<file path="src/rtl/buck_gate_seq_pkg.sv">
package buck_gate_seq_pkg;

  typedef enum logic [1:0] {
    LVL_LOW  = 2'b00,
    LVL_MID  = 2'b01,
    LVL_HIGH = 2'b10,
    LVL_RSVD = 2'b11
  } level_e;

  typedef enum logic [3:0] {
    PH_SUPPLY_OFF = 4'd0,
    PH_DISABLED   = 4'd1,
    PH_BRAKE      = 4'd2,
    PH_WAIT_HS    = 4'd3,
    PH_HS_ON      = 4'd4,
    PH_WAIT_LS    = 4'd5,
    PH_LS_ON      = 4'd6,
    PH_WAIT_EMU   = 4'd7,
    PH_BLANK      = 4'd8,
    PH_WATCH      = 4'd9,
    PH_EMU_DONE   = 4'd10
  } phase_e;

  // Reserved code folds onto low so an undefined command never drives the high side.
  function automatic level_e fold_level(input logic [1:0] code);
    case (code)
      2'b01:   return LVL_MID;
      2'b10:   return LVL_HIGH;
      default: return LVL_LOW;
    endcase
  endfunction

  // Dead-time phase that leads toward the gate a command selects.
  function automatic phase_e wait_for(input level_e lvl);
    case (lvl)
      LVL_HIGH: return PH_WAIT_HS;
      LVL_MID:  return PH_WAIT_EMU;
      default:  return PH_WAIT_LS;
    endcase
  endfunction

endpackage

</file>
<file path="src/rtl/buck_gate_seq_timer.sv">
module buck_gate_seq_timer #(
  parameter int W   = 4,
  parameter int SAT = 7
) (
  input  logic         clk,
  input  logic         rst,
  input  logic         run,
  input  logic         restart,
  output logic [W-1:0] cnt
);
  localparam logic [W-1:0] SAT_V = W'(SAT);

  always_ff @(posedge clk) begin
    if (rst || restart || !run) begin
      cnt <= '0;
    end else if (cnt != SAT_V) begin
      cnt <= cnt + W'(1);
    end
  end
endmodule

</file>
<file path="src/rtl/buck_gate_seq_deadtime.sv">
module buck_gate_seq_deadtime #(
  parameter int MIN_DT     = 3,
  parameter int DT_TIMEOUT = 20
) (
  input  logic clk,
  input  logic rst,
  input  logic run,
  input  logic restart,
  input  logic opp_off,
  output logic done
);
  localparam int CW = (DT_TIMEOUT < 2) ? 1 : $clog2(DT_TIMEOUT + 1);

  logic [CW-1:0] cnt;
  logic [CW:0]   elapsed;
  logic          min_met;
  logic          limit_hit;

  buck_gate_seq_timer #(.W(CW), .SAT(DT_TIMEOUT)) dt_timer_i (
    .clk     (clk),
    .rst     (rst),
    .run     (run),
    .restart (restart),
    .cnt     (cnt)
  );

  // elapsed counts the cycle being evaluated now.
  assign elapsed   = {1'b0, cnt} + (CW + 1)'(1);
  assign min_met   = elapsed >= (CW + 1)'(MIN_DT);
  assign limit_hit = elapsed >= (CW + 1)'(DT_TIMEOUT);
  assign done      = run && ((min_met && opp_off) || limit_hit);

  initial begin
    if (MIN_DT < 1 || DT_TIMEOUT < MIN_DT) $error("dead-time parameters out of range");
  end
endmodule

</file>
<file path="src/rtl/buck_gate_seq_blanking.sv">
module buck_gate_seq_blanking #(
  parameter int BLANK_CYC = 35
) (
  input  logic clk,
  input  logic rst,
  input  logic run,
  input  logic restart,
  output logic expired
);
  localparam int BW = (BLANK_CYC < 2) ? 1 : $clog2(BLANK_CYC);

  logic [BW-1:0] cnt;

  buck_gate_seq_timer #(.W(BW), .SAT(BLANK_CYC - 1)) blank_timer_i (
    .clk     (clk),
    .rst     (rst),
    .run     (run),
    .restart (restart),
    .cnt     (cnt)
  );

  assign expired = run && (cnt == BW'(BLANK_CYC - 1));

  initial begin
    if (BLANK_CYC < 1) $error("blanking length must be at least one cycle");
  end
endmodule

</file>
<file path="src/rtl/buck_gate_seq_fsm.sv">
module buck_gate_seq_fsm
  import buck_gate_seq_pkg::*;
(
  input  logic       clk,
  input  logic       rst,
  input  logic       supply_ok,
  input  logic [1:0] en_code,
  input  logic [1:0] pwm_code,
  input  logic       zc_det,
  input  logic       dt_done,
  input  logic       blank_expired,
  output logic       dt_run,
  output logic       dt_wait_ls,
  output logic       blank_run,
  output logic       restart,
  output logic       hs_on,
  output logic       ls_on,
  output logic [3:0] phase_code
);
  phase_e phase_q, phase_d;
  level_e pwm_l, en_l;
  logic   gate_ok;

  assign pwm_l   = fold_level(pwm_code);
  assign en_l    = fold_level(en_code);
  assign gate_ok = supply_ok && (en_l == LVL_HIGH);

  always_comb begin
    phase_d = phase_q;
    if (!supply_ok) begin
      phase_d = PH_SUPPLY_OFF;
    end else if (en_l == LVL_MID) begin
      phase_d = PH_BRAKE;
    end else if (en_l != LVL_HIGH) begin
      phase_d = PH_DISABLED;
    end else begin
      case (phase_q)
        PH_SUPPLY_OFF, PH_DISABLED, PH_BRAKE: phase_d = wait_for(pwm_l);
        PH_WAIT_HS, PH_WAIT_LS, PH_WAIT_EMU: begin
          if (wait_for(pwm_l) != phase_q) begin
            phase_d = wait_for(pwm_l);
          end else if (dt_done) begin
            case (phase_q)
              PH_WAIT_HS: phase_d = PH_HS_ON;
              PH_WAIT_LS: phase_d = PH_LS_ON;
              default:    phase_d = PH_BLANK;
            endcase
          end
        end
        PH_HS_ON: begin
          if (pwm_l != LVL_HIGH) phase_d = wait_for(pwm_l);
        end
        PH_LS_ON: begin
          if (pwm_l == LVL_HIGH)     phase_d = PH_WAIT_HS;
          else if (pwm_l == LVL_MID) phase_d = PH_BLANK;
        end
        PH_BLANK: begin
          if (pwm_l == LVL_HIGH)     phase_d = PH_WAIT_HS;
          else if (pwm_l == LVL_LOW) phase_d = PH_LS_ON;
          else if (blank_expired)    phase_d = PH_WATCH;
        end
        PH_WATCH: begin
          if (pwm_l == LVL_HIGH)     phase_d = PH_WAIT_HS;
          else if (pwm_l == LVL_LOW) phase_d = PH_LS_ON;
          else if (zc_det)           phase_d = PH_EMU_DONE;
        end
        PH_EMU_DONE: begin
          if (pwm_l != LVL_MID) phase_d = wait_for(pwm_l);
        end
        default: phase_d = PH_DISABLED;
      endcase
    end
  end

  always_ff @(posedge clk) begin
    if (rst) phase_q <= PH_DISABLED;
    else     phase_q <= phase_d;
  end

  assign restart    = (phase_d != phase_q);
  assign dt_run     = (phase_q == PH_WAIT_HS) || (phase_q == PH_WAIT_LS) ||
                      (phase_q == PH_WAIT_EMU);
  assign dt_wait_ls = (phase_q == PH_WAIT_HS);
  assign blank_run  = (phase_q == PH_BLANK);

  assign hs_on      = (phase_q == PH_HS_ON);
  assign ls_on      = (phase_q == PH_LS_ON) || (phase_q == PH_BLANK) ||
                      (phase_q == PH_WATCH);
  assign phase_code = phase_q;

  assert_no_overlap_R5: assert property (@(posedge clk) disable iff (rst)
    !(hs_on && ls_on));

  assert_supply_off_R3: assert property (@(posedge clk) disable iff (rst)
    !supply_ok |=> (!hs_on && !ls_on && phase_code == 4'd0));

  assert_brake_low_R4: assert property (@(posedge clk) disable iff (rst)
    (supply_ok && en_code == 2'b01) |=> (!hs_on && !ls_on));

  assert_hs_after_wait_R6: assert property (@(posedge clk) disable iff (rst)
    $rose(hs_on) |-> ($past(phase_code) == 4'd3));

  assert_blank_holds_R9: assert property (@(posedge clk) disable iff (rst)
    (blank_run && gate_ok && pwm_l == LVL_MID && !blank_expired) |=> ls_on);

  assert_zc_latched_R10: assert property (@(posedge clk) disable iff (rst)
    (phase_q == PH_EMU_DONE && gate_ok && pwm_l == LVL_MID) |=> !ls_on);
endmodule

</file>
<file path="src/rtl/buck_gate_seq.sv">
module buck_gate_seq #(
  parameter int MIN_DT     = 3,
  parameter int DT_TIMEOUT = 20,
  parameter int BLANK_CYC  = 35
) (
  input  logic       clk,
  input  logic       rst,
  input  logic       supply_ok,
  input  logic [1:0] en_code,
  input  logic [1:0] pwm_code,
  input  logic       zc_det,
  input  logic       hs_off_sense,
  input  logic       ls_off_sense,
  output logic       hs_on,
  output logic       ls_on,
  output logic [3:0] phase_code
);
  logic dt_run, dt_wait_ls, dt_done;
  logic blank_run, blank_expired;
  logic restart;
  logic opp_off;

  // The wait before the high side watches the low gate; every other wait watches the high gate.
  assign opp_off = dt_wait_ls ? ls_off_sense : hs_off_sense;

  buck_gate_seq_fsm fsm_i (
    .clk           (clk),
    .rst           (rst),
    .supply_ok     (supply_ok),
    .en_code       (en_code),
    .pwm_code      (pwm_code),
    .zc_det        (zc_det),
    .dt_done       (dt_done),
    .blank_expired (blank_expired),
    .dt_run        (dt_run),
    .dt_wait_ls    (dt_wait_ls),
    .blank_run     (blank_run),
    .restart       (restart),
    .hs_on         (hs_on),
    .ls_on         (ls_on),
    .phase_code    (phase_code)
  );

  buck_gate_seq_deadtime #(.MIN_DT(MIN_DT), .DT_TIMEOUT(DT_TIMEOUT)) deadtime_i (
    .clk     (clk),
    .rst     (rst),
    .run     (dt_run),
    .restart (restart),
    .opp_off (opp_off),
    .done    (dt_done)
  );

  buck_gate_seq_blanking #(.BLANK_CYC(BLANK_CYC)) blanking_i (
    .clk     (clk),
    .rst     (rst),
    .run     (blank_run),
    .restart (restart),
    .expired (blank_expired)
  );
endmodule

</file>
<file path="config.mk">
export PLATFORM = sky130hd
export DESIGN_NAME = buck_gate_seq
export DESIGN_NICKNAME = d
export VERILOG_FILES = /design/src/rtl/buck_gate_seq_pkg.sv /design/src/rtl/buck_gate_seq_timer.sv /design/src/rtl/buck_gate_seq_deadtime.sv /design/src/rtl/buck_gate_seq_blanking.sv /design/src/rtl/buck_gate_seq_fsm.sv /design/src/rtl/buck_gate_seq.sv
export SDC_FILE = /design/constraint.sdc
export NUM_CORES = 1
export LEC_CHECK = 0
export CAP_MARGIN = 20
export CORE_UTILIZATION = 59
export CTS_BUF_LIST = sky130_fd_sc_hd__clkbuf_2 sky130_fd_sc_hd__clkbuf_4 sky130_fd_sc_hd__clkbuf_8
export CTS_CLUSTER_DIAMETER = 150
export DETAILED_ROUTE_END_ITERATION = 8
export PLACE_DENSITY = 0.88
export SYNTH_ARGS = -nofsm -noshare
export SYNTH_HDL_FRONTEND = slang
export SYNTH_SLANG_ARGS = --single-unit
</file>
<file path="constraint.sdc">
create_clock -name clk -period 3.69 [get_ports clk]
set_input_delay 1.107 -clock clk [delete_from_list [all_inputs] [get_ports clk]]
set_output_delay 1.107 -clock clk [all_outputs]
set_load 0.02 [all_outputs]
</file>
# Yosys cells after proc, flatten, opt, wreduce, memory -nomap -nowiden
# Cells that the tools add are included.
# classes
addsub	3
order_cmp	2
eq_ne	25
muxes	25
reduce_logical	17
# ops
op	n
two-way mux 4 bit	19
case mux 4 bit (7 select lines)	1
== test 4 x 3 -> 1 bit (second input constant)	4
== test 4 bit (second input constant)	3
== test 2 x 1 -> 1 bit (second input constant)	4
== test 4 x 2 -> 1 bit (second input constant)	2
logical OR 1 bit	8
inequality test 4 bit	2
case mux 2 bit (2 select lines)	2
case mux 4 bit (2 select lines)	1
adder 5 x 1 -> 6 bit (second input constant)	1
adder 6 x 1 -> 6 bit (second input constant)	1
== test 2 bit (second input constant)	3
== test 6 bit (second input constant)	1
greater-or-equal comparator 6 x 2 -> 1 bit (second input constant)	1
greater-or-equal comparator 6 x 5 -> 1 bit (second input constant)	1
inequality test 6 bit (second input constant)	1
case mux 3 bit (2 select lines)	1
OR reduction 3 bit	2
adder 5 x 1 -> 5 bit (second input constant)	1
inequality test 5 bit (second input constant)	1
== test 4 x 1 -> 1 bit (second input constant)	1
zero test 4 bit	1
inequality test 2 bit (second input constant)	2
5 further kinds	8
# totals
reg_bits	15
input_bits	10
out_inout_bits	6
wordCells	75

# Logic depth before layout (Yosys ltp)
# Gate-level depths: netlist (run 1).
# logic_depth
depth_word	17
ltp_mapped	10
ltp_nobuf	9

# By module
# From an unflattened synthesis (run 1), not the netlist that was laid out.
# hier_totals
hier_cells	179
hier_area_um2	1392.6
# modules_own_cells
module	n_inst	cells_per_inst	area_each_um2	seq_area_each_um2
buck_gate_seq_fsm	1	115	788.3	80.1
buck_gate_seq_timer (blanking_i.blank_timer_i)	1	32	300.3	120.1
buck_gate_seq_timer (deadtime_i.dt_timer_i)	1	24	232.7	100.1
buck_gate_seq_deadtime	1	4	31.3	0.0
buck_gate_seq_blanking	1	3	25.0	0.0
buck_gate_seq	1	1	15.0	0.0

# Worst setup path before layout (run 1)
# No wires, ideal clock.
# synth_path
path_type	input -> register
startpoint	input port pwm_code[0]
endpoint	register blanking_i.blank_timer_i.cnt[0]
setup_ns	0.092
arrival_time_ns	2.871
required_time_ns	3.598
setup_slack_ns	0.727
path_stages	10
n_path_buf	2
path_cell_list	inv_1 > ha_1 > buf_6 > or3b_1 > a211oi_2 > a21oi_1 > o31ai_2 > nand4b_1 > buf_2 > nor4_1
# synth_via
elab_chain_cells	17
elab_cells_between_ends	30
cone_classes	eq/ne (8); mux (19); reduce/logical (3)
# synth_lines
element	line_no	rtl
from (decl)	buck_gate_seq.sv:10	input logic [1:0] pwm_code,
== test 2 bit or == test 2 x 1 -> 1 bit (tied branches)	buck_gate_seq_pkg.sv:26	case (code)
case mux 2 bit (2 select lines) *	buck_gate_seq_pkg.sv:26	
== test 2 x 1 -> 1 bit or == test 2 bit (tied branches)	n/a	
case mux 3 bit (2 select lines)	buck_gate_seq_pkg.sv:35	case (lvl)
two-way mux 4 bit	buck_gate_seq_fsm.sv:37	case (phase_q)
two-way mux 4 bit	buck_gate_seq_fsm.sv:34	end else if (en_l != LVL_HIGH) begin
two-way mux 4 bit	buck_gate_seq_fsm.sv:32	end else if (en_l == LVL_MID) begin
two-way mux 4 bit	buck_gate_seq_fsm.sv:30	if (!supply_ok) begin
inequality test 4 bit	buck_gate_seq_fsm.sv:40	if (wait_for(pwm_l) != phase_q) begin
two-way mux 4 bit	buck_gate_seq_fsm.sv:40	
case mux 4 bit (7 select lines) *	buck_gate_seq_fsm.sv:37	
two-way mux 4 bit *	buck_gate_seq_fsm.sv:34	
two-way mux 4 bit *	buck_gate_seq_fsm.sv:32	
two-way mux 4 bit *	buck_gate_seq_fsm.sv:30	
inequality test 4 bit *	buck_gate_seq_fsm.sv:80	assign restart = (phase_d != phase_q);
logical OR 1 bit * (2 in series)	buck_gate_seq_timer.sv:14	if (rst || restart || !run) begin
to (signal assigned)	buck_gate_seq_timer.sv:17	cnt <= cnt + W'(1);
to (decl)	buck_gate_seq_timer.sv:9	output logic [W-1:0] cnt
# Mark *: on every way between the ends. The rest lies on a longest branch, timed or not. The select of a mux whose other input is x is not followed.
# A chain may end at the register's enable or synchronous reset.

# Final worst setup path (run 1)
# layout_path
startpoint	input port pwm_code[0]
endpoint	register blanking_i.blank_timer_i.cnt[4]
# The elaborated chain is that of the path after synthesis.

==> reports/results.tsv, run 1 <==
stage	metric	value	unit
hold_path	Hold Path Stages	2	
timing	Final Slew Violations	0	
clocking	CTS H-tree lvls	1	
logic_synthesis	Synth area leader	dfxtp_1	
logic_synthesis	Synth top area share	19.8	%
setup_path	Worst Path Arrival	3.72	ns
hold_path	Hold WC Path Type	reg -> reg	
final_layout	area of the multi-input gates	1130	um^2
timing	slew at the pin with the worst max-slew slack	0.612	ns
timing	Fmax	0.278	GHz
hold_path	hold path endpoint	blanking_i.blank_timer_i.cnt[5]	
timing	WHS	0.583	ns
power	final total power	0.000360	W
grt	initial antenna violation count	0	
setup_path	required time at the worst-slack endpoint	3.82	ns
die	Die Area	2780	um^2
logic_synthesis	count leader, synth	nand2_1	
clocking	CTS Buf Count	3	
final_layout	FF+latch area	300	um^2
logic_synthesis	Post-Syn Nets	221	
setup_path	crit path max fanout	11	
grt	first-pass GRT wire length	6770	um
clocking	Max Root-Sink Buffers	2	
final_layout	Fill cells	213	
power	PD cells	205	nW/um^2
setup_path	critical path type	in -> reg	
logic_synthesis	syn avg cell area	7.55	um^2
logic_synthesis	prevailing post-synth register cell	dfxtp_1	
run	max-cap check violation count	0	
clocking	CTS clk-pin slew, worst paths	0.08	ns
logic_synthesis	list of most frequent post-synthesis cells	nand2_1, dfxtp_1, nor2_1, nand3_1	
clocking	CTS Hold Bufs	0	
die	num rows	18	
clocking	CTS tree	done	
logic_synthesis	Syn. warnings	0	
final_layout	share of layout cells above drive strength 1	12.2	%
drt	Initial DRT Pass Iterations	5	
power	leakage power figure	0.646	nW
drt	DRC	0	
logic_synthesis	Distinct cells, synth	58	
grt	Congestion Overflow GR	0	
grt	vias in the first global route	1488	
clocking	post-CTS sizing	0	
clocking	Clk Latency, worst-skew pair	0.27	ns
placement	placed inst area	1730	um^2
outcome	status	finished clean	
die	DIE HEIGHT	52.7	um
clocking	CTS Root Buffer Type	clkbuf_4	
timing	Rel. slew slack	59.2	%
drt	post-detailed-route via-to-cell ratio	6.71	
clocking	Post-CTS Setup Repair Bufs	0	
placement	hpwl dp	3250	um
die	Starting Density	61.8	%
logic_synthesis	post-synthesis async set-or-reset flop share	0	%
die	die width	52.7	um
logic_synthesis	Mapped Cells	201	
setup_path	kind of end point of the critical path	flop	
final_layout	Final nets	242	
hold_path	HP Start	blanking_i.blank_timer_i.cnt[5]	
drt	initial DRC count	122	
placement	I/O Buffers	15	
clocking	Num Clock Sinks	15	
logic_synthesis	number of synthesized flops with an enable pin	0	
final_layout	P&R area growth vs syn	16.0	%
final_layout	# diodes	0	
timing	Clock Skew	0.00130	ns
drt	via count	1684	
drt	total wire length	4300	um
grt	largest net degree at the start of global routing	18	
setup_path	R2R Setup Slk	1.00	ns
logic_synthesis	post-synthesis sequential area ratio	19.8	%
power	Peak supply drop	0.210	mV
die	IO Pins	16	
drt	ANT nets after route	0	
final_layout	Final Instance Area	1760	um^2
timing	unrepaired setup endpoints after global routing	no	
placement	RD Place Congestion	0.972	
setup_path	Startpoint Class	input port	
timing	Final min period	3.59	ns
timing	post-route clock period utilization	97.4	%
logic_synthesis	flops & latches, synth	15	
logic_synthesis	Mapped Area	1520	um^2
setup_path	Worst R2R End	blanking_i.blank_timer_i.cnt[4]	
setup_path	reg-to-reg startpoint	fsm_i.phase_code[1]	
logic_synthesis	top cells by area, synth	dfxtp_1, ha_1, nand2_1, nand3_1, nor2_1	
drt	DR WL/cell	17.1	um
timing	Setup Viol. Count Final	0	
grt	total track usage	33.0	%
setup_path	Worst Setup SP	pwm_code[0]	
setup_path	r2r worst-path depth	9	
timing	Final Hold Viols	0	
die	core area	2450	um^2
-- per-stage QoR --
step	instances	setup TNS, ns	util [%]	setup slack, ns
2_1_floorplan	201	0	-	0.727
3_3_place_gp	247	0	70.5	0.0536
3_5_place_dp	247	-0.0699	70.5	-0.0605
4_1_cts	251	0	71.7	0.146
5_1_grt	251	0	71.7	0.0793
6_report	251	0	71.7	0.0952
-- critical path, cell delays in order --
cell,delay [ns]
clkdlybuf4s50_1,0.53
inv_1,0.06
ha_1,0.23
or3b_1,0.43
a211oi_2,0.29
a21oi_1,0.10
o31ai_2,0.20
nand4b_1,0.12
buf_4,0.19
nor4_1,0.45
-- cells by family after synthesis --
group / count (synthesis) / synth area share [%]
AOI/OAI and AO/OA: 51 / 26.4
xor gates and xnor gates: 9 / 5.19
adders and majority gates: 10 / 8.74
buffers and inverters: 18 / 5.52
DFF: 15 / 19.8
muxes: 2 / 1.40
and+or+nand+nor: 96 / 33.0
-- area by class of cell --
class	count	share of cell area (%)
clock buffers	4	1.71
repair buffers	25	12.8
multi-input cells	168	64.4
flip-flops and latches	15	17.1
inverters	9	1.92
well taps	30	2.13
-- registers in the layout (all words and copies together), names as in the netlist --
name                          flops
deadtime_i.dt_timer_i.cnt         5
blanking_i.blank_timer_i.cnt      6
fsm_i.phase_code                  4
-- per-layer routing --
| layer | up-vias | track usage, % | part of all wire [%] |
|---|---|---|---|
| li1 | 795 | - | - |
| met1 | 777 | 45.4 | 42 |
| met2 | 100 | 52.3 | 47 |
| met3 | 12 | 4.35 | 8.4 |
| met4 | 0 | 10.5 | 2.4 |
| met5 | - | 0 | 0 |
-- report_power, final --
part | switching [W] | total, W | internal (W)
combinational | 0.0000558 | 0.0000983 | 0.0000426
sequential | 0.00000386 | 0.000167 | 0.000163
clock | 0.0000456 | 0.0000948 | 0.0000492
-- placed cells by master, fill, tap and decap left out, types with 2 or more instances in the layout --
cell and n:
nor2_1 15, nand3_1 13, nand2_1 21, buf_4 10
nand2b_1 4, a31o_2 2, a211oi_1 4, and2_1 2
or3_1 3, nand3b_1 2, o21ai_0 7, a221oi_1 2
a21oi_1 10, nor2b_1 4, nor3_1 10, clkdlybuf4s50_1 15
nor4_1 9, inv_1 7, clkbuf_4 4, xnor2_1 6
dfxtp_1 15, ha_1 9, xor2_1 3, o21a_1 3
nand4b_1 2, and3_1 4, o211ai_1 3, nand4_1 2
-- worst max-delay path by stage --
stage	end
global route	blanking_i.blank_timer_i.cnt[4]
finish	blanking_i.blank_timer_i.cnt[4]
CTS	blanking_i.blank_timer_i.cnt[4]
detailed placement	blanking_i.blank_timer_i.cnt[4]
global placement	deadtime_i.dt_timer_i.cnt[2]
floorplan	blanking_i.blank_timer_i.cnt[0]
No activity file was read; power rests on OpenSTA's default activity.
==> run 2: changes to the inputs <==
Settings changed: SETUP_SLACK_MARGIN set to 0.2.
==> reports/results.tsv, run 2 (synthesis gave the netlist of run 1 again) <==
stage	metric	value	unit	change
die	die width	52.7	um	unchanged
drt	ANT nets after route	0		unchanged
clocking	CTS H-tree lvls	1		unchanged
outcome	status	finished clean		unchanged
die	IO Pins	16		unchanged
timing	post-route clock period utilization	91.9	%	was 97.4%
timing	Clock Skew	0.00121	ns	was 0.00130 ns
grt	vias in the first global route	1499		was 1488
drt	DR WL/cell	17.3	um	was 17.1 um
placement	I/O Buffers	15		unchanged
final_layout	# diodes	0		unchanged
timing	Final Hold Viols	0		unchanged
final_layout	Layout Utilization	72.9	%	was 71.7%
final_layout	share of layout cells above drive strength 1	14.0	%	was 12.2%
die	Die Area	2780	um^2	unchanged
timing	WHS	0.581	ns	was 0.583 ns
power	leakage power figure	0.650	nW	was 0.646 nW
timing	slew at the pin with the worst max-slew slack	0.630	ns	was 0.612 ns
run	max-cap check violation count	0		unchanged
placement	placed inst area	1730	um^2	unchanged
final_layout	commonest non-fill, non-tap cell in the layout	nand2_1		unchanged
die	DIE HEIGHT	52.7	um	unchanged
grt	largest net degree at the start of global routing	18		unchanged
grt	initial antenna violation count	0		unchanged
setup_path	Worst Path Arrival	3.54	ns	was 3.72 ns
final_layout	number of flip-flops in the largest register	6		unchanged
placement	RD Place Congestion	0.972		unchanged
die	Starting Density	61.8	%	unchanged
die	core area	2450	um^2	unchanged
timing	unrepaired setup endpoints after global routing	yes		was no
clocking	Post-CTS Setup Repair Bufs	0		unchanged
clocking	CTS tree	done		unchanged
final_layout	P&R area growth vs syn	17.9	%	was 16.0%
power	Peak supply drop	0.215	mV	was 0.210 mV
clocking	Max Root-Sink Buffers	2		unchanged
final_layout	largest reg by FF count	blanking_i.blank_timer_i.cnt		unchanged
timing	Setup Viol. Count Final	0		unchanged
clocking	Clk Latency, worst-skew pair	0.27	ns	about the same
clocking	CTS clk-pin slew, worst paths	0.08	ns	about the same
drt	post-detailed-route via-to-cell ratio	6.73		was 6.71
drt	DRC	0		unchanged
die	num rows	18		unchanged
setup_path	Startpoint Class	input port		unchanged
timing	Rel. slew slack	58.0	%	was 59.2%
final_layout	Final nets	242		unchanged
timing	Final min period	3.39	ns	was 3.59 ns
hold_path	Hold WC Path Type	reg -> reg		unchanged
final_layout	Fill cells	205		was 213
setup_path	crit path max fanout	5		was 11
timing	Fmax	0.295	GHz	was 0.278 GHz
hold_path	Hold Path Stages	2		unchanged
final_layout	Final Instance Area	1790	um^2	was 1760 um^2
grt	first-pass GRT wire length	6800	um	was 6770 um
final_layout	most frequent cells in the layout	nand2_1, dfxtp_1, clkdlybuf4s50_1, nor2_1, nand3_1		was nand2_1, nor2_1, dfxtp_1, clkdlybuf4s50_1, nand3_1
setup_path	kind of end point of the critical path	flop		unchanged
power	PD cells	204	nW/um^2	was 205 nW/um^2
grt	Congestion Overflow GR	0		unchanged
clocking	CTS Root Buffer Type	clkbuf_4		unchanged
clocking	CTS Hold Bufs	0		unchanged
timing	Setup TNS	0	ns	unchanged
drt	total wire length	4330	um	was 4300 um
setup_path	required time at the worst-slack endpoint	3.84	ns	was 3.82 ns
timing	Final Slew Violations	0		unchanged
grt	total track usage	33.1	%	was 33.0%
drt	Initial DRT Pass Iterations	4		was 5
clocking	Num Clock Sinks	15		unchanged
clocking	CTS Buf Count	3		unchanged
setup_path	r2r worst-path depth	9		unchanged
drt	initial DRC count	111		was 122
drt	via count	1689		was 1684
setup_path	critical path type	in -> reg		unchanged
placement	hpwl dp	3250	um	unchanged
-- run 2: cell counts in the layout (fill, tap and decap cells not counted) --
No cell type changed its count.
-- run 2: final timing paths --
path	startpoint	endpoint	slack (ns)
setup / recovery	pwm_code[0]	deadtime_i.dt_timer_i.cnt[2]	0.30
hold / removal	blanking_i.blank_timer_i.cnt[5]	blanking_i.blank_timer_i.cnt[5]	0.58
setup reg to reg	fsm_i.phase_code[1]	deadtime_i.dt_timer_i.cnt[2]	1.17
hold reg to reg	blanking_i.blank_timer_i.cnt[5]	blanking_i.blank_timer_i.cnt[5]	0.58
-- run 2: report_power, final --
part           internal [W]   total, W  switching (W)
sequential         0.000163   0.000167     0.00000373
clock             0.0000492  0.0000954      0.0000462
combinational     0.0000432   0.000102      0.0000584
total              0.000256   0.000364       0.000108
-- run 2: metrics by stage --
step	setup slack, ns	cells	total power (W)
2_1_floorplan	0.727	201	0.000229
3_3_place_gp	0.0536	247	0.000263
3_5_place_dp	-0.0605	247	0.000266
4_1_cts	0.247	251	0.000361
5_1_grt	0.184	251	0.000382
6_report	0.299	251	0.000364
-- run 2: metal layers --
metal / wire, um / GRT usage (%)
met1: 1800 / 45.1
met2: 2050 / 51.1
met3: 378 / 5.51
met4: 109 / 13.2
met5: 0 / 0
-- run 2: repair_timing --
item	in CTS	in global routing
resized for setup	1	4
pin swaps	0	2
setup endpoints to repair	1	5
cloned	0	0
-- run 2: layout make-up --
class	count	area [um^2]	area share, %
timing repair buffer	25	225	12.6
multi-input combinational	168	1160	65.0
sequential	15	300	16.8
inverter	9	33.8	1.89
tap	30	37.5	2.10
clock buffer	4	30.0	1.68
-- run 2: critical path: stages --
cell,delay [ns]
clkdlybuf4s50_1,0.47
buf_4,0.17
fa_1,0.57
nor2_2,0.07
buf_4,0.13
o311a_1,0.35
and2_1,0.18
a311oi_1,0.25
buf_4,0.19
a2111oi_2,0.05
